[src/rtl/i2c_watch_pkg.sv]
package i2c_watch_pkg;

    typedef enum logic {
        BUS_IDLE = 1'b0,
        BUS_BUSY = 1'b1
    } bus_state_e;

    typedef struct packed {
        logic scl;
        logic sda;
        logic scl_fall;
        logic start;
        logic stop;
    } line_ev_t;

    localparam int LINE_SCL = 0;
    localparam int LINE_SDA = 1;

endpackage

[src/rtl/i2c_line_sync.sv]
module i2c_line_sync
    import i2c_watch_pkg::*;
#(
    parameter int STAGES = 2
) (
    input  logic     clk,
    input  logic     rst_n,
    input  logic     scl_raw,
    input  logic     sda_raw,
    output line_ev_t ev
);
    localparam int TOP = STAGES - 1;

    logic [1:0] raw;
    logic [1:0] cur;
    logic [1:0] prev;

    assign raw = {sda_raw, scl_raw};

    generate
        for (genvar g = 0; g < 2; g++) begin : g_line
            logic [STAGES-1:0] sh;
            logic              pv;
            always_ff @(posedge clk or negedge rst_n) begin
                if (!rst_n) begin
                    sh <= '1;
                    pv <= 1'b1;
                end else begin
                    sh <= {sh[STAGES-2:0], raw[g]};
                    pv <= sh[TOP];
                end
            end
            assign cur[g]  = sh[TOP];
            assign prev[g] = pv;
        end
    endgenerate

    always_comb begin
        ev.scl      = cur[LINE_SCL];
        ev.sda      = cur[LINE_SDA];
        ev.scl_fall = prev[LINE_SCL] & ~cur[LINE_SCL];
        ev.start    = prev[LINE_SCL] & cur[LINE_SCL] & prev[LINE_SDA] & ~cur[LINE_SDA];
        ev.stop     = prev[LINE_SCL] & cur[LINE_SCL] & ~prev[LINE_SDA] & cur[LINE_SDA];
    end

endmodule

[src/rtl/i2c_bus_fsm.sv]
module i2c_bus_fsm
    import i2c_watch_pkg::*;
(
    input  logic clk,
    input  logic rst_n,
    input  logic ev_start,
    input  logic ev_stop,
    input  logic in_frame,
    input  logic clr_start,
    input  logic clr_stop,
    input  logic clr_err,
    output logic bus_busy,
    output logic start_flag,
    output logic stop_flag,
    output logic err_flag
);
    bus_state_e state, nxt;
    logic       misplaced;

    always_ff @(posedge clk or negedge rst_n) begin
        if (!rst_n) state <= BUS_IDLE;
        else        state <= nxt;
    end

    always_comb begin
        nxt = state;
        unique case (state)
            BUS_IDLE: if (ev_start) nxt = BUS_BUSY;
            BUS_BUSY: if (ev_stop)  nxt = BUS_IDLE;
        endcase
    end

    always_comb begin
        bus_busy  = (state == BUS_BUSY);
        misplaced = in_frame & (ev_start | ev_stop);
    end

    always_ff @(posedge clk or negedge rst_n) begin
        if (!rst_n) begin
            start_flag <= 1'b0;
            stop_flag  <= 1'b0;
            err_flag   <= 1'b0;
        end else begin
            if (ev_start)       start_flag <= 1'b1;
            else if (clr_start) start_flag <= 1'b0;
            if (ev_stop)        stop_flag  <= 1'b1;
            else if (clr_stop)  stop_flag  <= 1'b0;
            if (misplaced)      err_flag   <= 1'b1;
            else if (clr_err)   err_flag   <= 1'b0;
        end
    end

    a_r3_start_busy: assert property (@(posedge clk) disable iff (!rst_n)
        ev_start |=> bus_busy);
    a_r3_stop_idle: assert property (@(posedge clk) disable iff (!rst_n)
        (ev_stop && !ev_start) |=> !bus_busy);
    a_r1_start_sticky: assert property (@(posedge clk) disable iff (!rst_n)
        (start_flag && !clr_start) |=> start_flag);
    a_r4_err_sticky: assert property (@(posedge clk) disable iff (!rst_n)
        (err_flag && !clr_err) |=> err_flag);
    a_r4_err_cause: assert property (@(posedge clk) disable iff (!rst_n)
        $rose(err_flag) |-> $past(in_frame));

endmodule

[src/rtl/i2c_hang_det.sv]
module i2c_hang_det #(
    parameter int CNT_W = 4
) (
    input  logic clk,
    input  logic rst_n,
    input  logic tick,
    input  logic scl,
    input  logic sda,
    input  logic scl_fall,
    input  logic ev_start,
    output logic bus_hang
);
    localparam logic [CNT_W-1:0] CNT_MAX = '1;

    logic [CNT_W-1:0] cnt;
    logic             adv;
    logic             wrap;

    always_comb begin
        adv  = tick & scl & ~scl_fall;
        wrap = adv & (cnt == CNT_MAX);
    end

    always_ff @(posedge clk or negedge rst_n) begin
        if (!rst_n) begin
            cnt      <= '0;
            bus_hang <= 1'b0;
        end else begin
            if (scl_fall) cnt <= '0;
            else if (adv) cnt <= cnt + 1'b1;
            if (ev_start)          bus_hang <= 1'b0;
            else if (wrap && !sda) bus_hang <= 1'b1;
        end
    end

    a_r7_start_clears: assert property (@(posedge clk) disable iff (!rst_n)
        ev_start |=> !bus_hang);
    a_r5_hang_sda_low: assert property (@(posedge clk) disable iff (!rst_n)
        $rose(bus_hang) |-> !$past(sda));
    a_r5_fall_restart: assert property (@(posedge clk) disable iff (!rst_n)
        scl_fall |=> (cnt == '0));

endmodule

[src/rtl/i2c_idle_timer.sv]
module i2c_idle_timer #(
    parameter int TO_W = 10
) (
    input  logic            clk,
    input  logic            rst_n,
    input  logic            tick,
    input  logic [TO_W-1:0] limit,
    input  logic            any_flag,
    input  logic            clr_to,
    output logic            to_flag
);
    logic [TO_W-1:0] cnt;
    logic [TO_W:0]   cnt_nx;
    logic            hold;

    always_comb begin
        cnt_nx = {1'b0, cnt} + 1'b1;
        hold   = any_flag | (limit == '0);
    end

    always_ff @(posedge clk or negedge rst_n) begin
        if (!rst_n) begin
            cnt     <= '0;
            to_flag <= 1'b0;
        end else begin
            if (clr_to) to_flag <= 1'b0;
            if (hold) begin
                cnt <= '0;
            end else if (tick) begin
                if (cnt_nx == {1'b0, limit}) begin
                    to_flag <= 1'b1;
                    cnt     <= '0;
                end else begin
                    cnt <= cnt_nx[TO_W-1:0];
                end
            end
        end
    end

    a_r9_zero_limit: assert property (@(posedge clk) disable iff (!rst_n)
        $rose(to_flag) |-> ($past(limit) != '0));
    a_r10_flag_holds: assert property (@(posedge clk) disable iff (!rst_n)
        any_flag |=> (cnt == '0));
    a_r8_to_sticky: assert property (@(posedge clk) disable iff (!rst_n)
        (to_flag && !clr_to) |=> to_flag);

endmodule

[src/rtl/i2c_bus_watch.sv]
module i2c_bus_watch
    import i2c_watch_pkg::*;
#(
    parameter int SYNC_STAGES = 2,
    parameter int HANG_W      = 4,
    parameter int TO_W        = 10
) (
    input  logic            clk,
    input  logic            rst_n,
    input  logic            scl_raw,
    input  logic            sda_raw,
    input  logic            samp_tick,
    input  logic            in_frame,
    input  logic [TO_W-1:0] to_limit,
    input  logic            clr_start,
    input  logic            clr_stop,
    input  logic            clr_err,
    input  logic            clr_to,
    output logic            start_flag,
    output logic            stop_flag,
    output logic            err_flag,
    output logic            to_flag,
    output logic            bus_busy,
    output logic            bus_hang
);
    line_ev_t ev;
    logic     any_flag;

    i2c_line_sync #(.STAGES(SYNC_STAGES)) u_sync (
        .clk     (clk),
        .rst_n   (rst_n),
        .scl_raw (scl_raw),
        .sda_raw (sda_raw),
        .ev      (ev)
    );

    i2c_bus_fsm u_fsm (
        .clk        (clk),
        .rst_n      (rst_n),
        .ev_start   (ev.start),
        .ev_stop    (ev.stop),
        .in_frame   (in_frame),
        .clr_start  (clr_start),
        .clr_stop   (clr_stop),
        .clr_err    (clr_err),
        .bus_busy   (bus_busy),
        .start_flag (start_flag),
        .stop_flag  (stop_flag),
        .err_flag   (err_flag)
    );

    i2c_hang_det #(.CNT_W(HANG_W)) u_hang (
        .clk      (clk),
        .rst_n    (rst_n),
        .tick     (samp_tick),
        .scl      (ev.scl),
        .sda      (ev.sda),
        .scl_fall (ev.scl_fall),
        .ev_start (ev.start),
        .bus_hang (bus_hang)
    );

    assign any_flag = start_flag | stop_flag | err_flag | to_flag;

    i2c_idle_timer #(.TO_W(TO_W)) u_timer (
        .clk      (clk),
        .rst_n    (rst_n),
        .tick     (samp_tick),
        .limit    (to_limit),
        .any_flag (any_flag),
        .clr_to   (clr_to),
        .to_flag  (to_flag)
    );

    a_r11_clear_isolated: assert property (@(posedge clk) disable iff (!rst_n)
        (clr_start && !clr_stop && stop_flag && !ev.stop) |=> stop_flag);

endmodule

[config.mk]
export PLATFORM = sky130hd
export DESIGN_NAME = i2c_bus_watch
export DESIGN_NICKNAME = d
export VERILOG_FILES = /design/src/rtl/i2c_watch_pkg.sv /design/src/rtl/i2c_line_sync.sv /design/src/rtl/i2c_bus_fsm.sv /design/src/rtl/i2c_hang_det.sv /design/src/rtl/i2c_idle_timer.sv /design/src/rtl/i2c_bus_watch.sv
export SDC_FILE = /design/constraint.sdc
export NUM_CORES = 1
export LEC_CHECK = 0
export ABC_AREA = 1
export BUFFER_PORTS_ARGS = -buffer_cell sky130_fd_sc_hd__buf_2
export CORE_UTILIZATION = 58
export CTS_BUF_LIST = sky130_fd_sc_hd__clkbuf_8
export CTS_CLUSTER_DIAMETER = 150
export DETAILED_ROUTE_END_ITERATION = 10
export PLACE_DENSITY_LB_ADDON = 0.12
export SLEW_MARGIN = 20
export SYNTH_ARGS = -nofsm -noshare
export SYNTH_HDL_FRONTEND = slang
export SYNTH_SLANG_ARGS = --single-unit
[constraint.sdc]
create_clock -name clk -period 2.31 [get_ports clk]
set_input_delay 0.1155 -clock clk [delete_from_list [all_inputs] [get_ports clk]]
set_output_delay 0.1155 -clock clk [all_outputs]
set_load 0.005 [all_outputs]
==> summary.md <==
| Metric | Value |
|---|---|
| Family of cells with the greatest summed delay on the critical path | simple AND/OR/NAND/NOR gates |
| Detail-routed net length per standard cell | about 11 µm |
| Sequential area share after synthesis | 39.4% |
| Portion of the clock cycle consumed by the worst path in the final layout | between 80 and 90% |
| Cell Rows | 19 |
| HPWL Detailed | 2650 µm |
| Pre-CTS setup slack | around 0.51 ns |
| Maximum Capacitance Violations | 0 |
| Worst hold path type | in -> reg |
| Final standard cell area without fillers | 0.00193 mm² |
| Critical path startpoint category | flip-flop |
| Global-route wire length before repair | roughly 6300 µm |
| Root buffer cell | clkbuf_8 |
| Post-layout instance count excluding filler cells | 307 |
| Data required time at the worst endpoint | about 2.5 ns |
| Total Routing Usage GR | 24.9% |
| CTS max path bufs | 2 |
| Mean number of vias per cell | 5.02 |
| Buffers added on ports | 25 |
| Share of final-layout standard cells stronger than drive strength 1 | between 10% and 20% |
| Horizontal extent of the die | approximately 56 µm |
| Number of DRC markers after the initial detailed-route iteration | 79 |
| Worst setup slack for register-to-register paths | about 0.46 ns |
| Die Height | roughly 56 µm |
| Number of enable flip-flop cells after synthesis | 0 |
| Final net count | around 300 |
| Primary FF master, synth | dfrtp_1 |
| Latest clock arrival within the worst-skew pair | between 0.2 and 0.3 ns |
| Element type at the critical path end | flip-flop |
| Cell area after placement | 0.00183 mm² |
| Vias | about 1500 |
| Setup repair after global routing missed its margin | false |
| Most frequent cell on the critical path | nand2_1 |
| Antenna Diode Count | 0 |
| Period minus WS final | 1.85 ns |
| Die Area | 0.00310 mm² |
| Post-Synthesis Cells | 245 |
| Main area contributors after synthesis | dfrtp_1, nand2_1, dfstp_2 |
| Worst clock skew | 0.00222 ns |
| Routed Wire Length | ~3400 µm |
| CP peak stage delay | about 0.45 ns |
| Leakage power | 1.05 nW |
| Net count after synthesis | ~270 |
| Setup TNS | 0 ns |
| Number of buffers added by the clock tree synthesis step | 3 |
| Share of synthesized registers carrying an async set or reset | between 90% and 100% |
| Max Freq | 541 MHz |
| Number of cells after detailed placement | 300 |
| Slew Limit Fails | 0 |
| Sinks on the clock net | 26 |
| Final count of hold timing violations | 0 |
| Weighted congestion at the end of routability-driven global placement | roughly 0.83 |
| Maximum vdd drop | about 0.73 mV |
| Via count of the first global-routing pass | between 1500 and 2000 |
| Starting density of the core | between 60 and 70% |
| Run status | finished, final reports clean |
| Boundary Pins | 26 |
| DRT Pass-1 Iters | 4 |
| Total power per unit cell area | approximately 560 mW/mm² |
| Number of gates resized after CTS | 0 |
| Crit Path Category | reg -> reg |
| Worst path cell trace | ha_1 -> nand2_1 -> inv_1 -> nand2_2 -> nand2_1 -> nand3_2 -> nand2_2 -> nor2_4 -> nand4_4 -> nand2_1 -> nand2_1 |
| Number of remaining DRC errors | 0 |
| Layout filler cell count | approximately 240 |
| Setup Viol. Count Final | 0 |
| Cell variety after synth | 22 |
| Commonest cells after routing, fill and taps aside | nand2_1, inv_1, nand3_1, buf_2, dfrtp_1 |
| Maximum number of pins on one net before global-route repair | 27 |
| Measured slew at the worst slew-check pin | roughly 0.66 ns |
| Relative area change from synthesis to final layout | 15.7% |
| Total core area | between 0.002 and 0.003 mm² |
| Share of the synthesized area in the top cell type | between 20% and 30% |
| Global-route congestion overflow total | 0 |
| Highest net fanout along the worst path | 10 |
| Post-synthesis instance area | 0.00167 mm² |
| Number of levels the H-tree was split into | 1 |
| Initial antenna violation count | 0 |
| Largest area contributor in the synthesized netlist | dfrtp_1 |
| Worst path slowest cell | dfrtp_1 |
| Detail Route Antenna Nets | 0 |
| Data arrival at the endpoint of the critical path | approximately 2.0 ns |
| Post-layout power | around 1.1 mW |
| Setup ws final | around 0.46 ns |
| Register clock-pin slew on the reported worst setup and hold paths | 0.09 ns |
| Yosys reg bits | 26 |
| Clock tree from TritonCTS | yes |
| Tightest slew margin relative to the limit | ~56% |
| Most common cell after layout, fill and taps aside | nand2_1 |
| Yosys warning count | 0 |
| Avg Inst Size Synth | about 6.8 µm² |
| Crit path buf inv count | 1 |
-- final timing paths --
kind                                     endpoint                   start  cells past startpoint
hold reg to reg            u_sync.g_line[1].sh[1]  u_sync.g_line[1].sh[0]                      0
setup reg to reg                   u_timer.cnt[1]          u_timer.cnt[0]                     11
max in group asynchronous     u_sync.g_line[1].pv                   rst_n                      2
hold / removal                   u_fsm.start_flag               clr_start                      2
setup / recovery                   u_timer.cnt[1]          u_timer.cnt[0]                     11
min in group asynchronous           u_hang.cnt[2]                   rst_n                      2
-- registers in the layout (all words and copies together), names as in the netlist --
register and cells:
u_fsm.stop_flag 1, u_timer.to_flag 1, u_sync.g_line.pv 2, u_sync.g_line.sh 4
u_fsm.start_flag 1, u_hang.bus_hang 1, u_fsm.err_flag 1, u_timer.cnt 10
u_hang.cnt 4, u_fsm.bus_busy 1
-- where the power goes --
part           leakage [nW]  internal (mW)  switching (mW)  total (mW)
clock                0.0357          0.232           0.135       0.367
sequential            0.334          0.492          0.0304       0.522
combinational         0.685         0.0732           0.125       0.198
-- cells by family (layout without fill, tap and decap cells) --
logic type | after synthesis | count (layout) | synth area share [%]
buffers and inverters | 42 | 73 | 9.44
flip-flops | 26 | 26 | 39.4
adder cells (fa/ha/maj) | 2 | 2 | 1.50
AND/OR/NAND/NOR | 158 | 158 | 44.0
AO/OA/AOI/OAI | 17 | 17 | 5.62
-- through the flow --
stage               util [%]  hold WS, ns
finish                  70.7       0.0133
global route            70.7       0.0149
CTS                     70.7       0.0110
detailed placement      67.0        0.134
global placement        67.0        0.135
floorplan                  -       -0.180
-- layout make-up --
cell class                      count  area [µm²]  share of cell area, %
Sequential cell                    26         658                   34.1
Clock buffer                        3        41.3                   2.14
Tap cell                           31        38.8                   2.01
Timing Repair Buffer               28         155                   8.03
Multi-Input combinational cell    177         855                   44.2
Clock inverter                      1        30.0                   1.55
Inverter                           41         154                   7.97
-- synthesized netlist by cell type (3+ instances only) --
master,number
dfstp_2,6
nor2_1,16
nor2_4,5
nand2_1,92
inv_1,39
a21oi_1,9
o21ai_0,6
nand3_1,27
nand4_1,6
dfrtp_1,20
nand2_2,3
-- per-layer routing --
| metal | track usage (%) | part of all wire (%) | up-vias |
|---|---|---|---|
| li1 | - | - | 826 |
| met1 | 33.8 | 49 | 688 |
| met2 | 42.9 | 47 | 26 |
| met3 | 4.65 | 4.2 | 0 |
| met4 | 2.50 | 0 | 0 |
| met5 | 0 | 0 | - |
-- timing repair --
action / 4_1_cts / 5_1_grt
hold buffers: 3 / 0
setup buffers: 0 / 0
endpoints found under the hold margin: 22 / 0
Note: power is estimated with default switching activity, not from simulation.
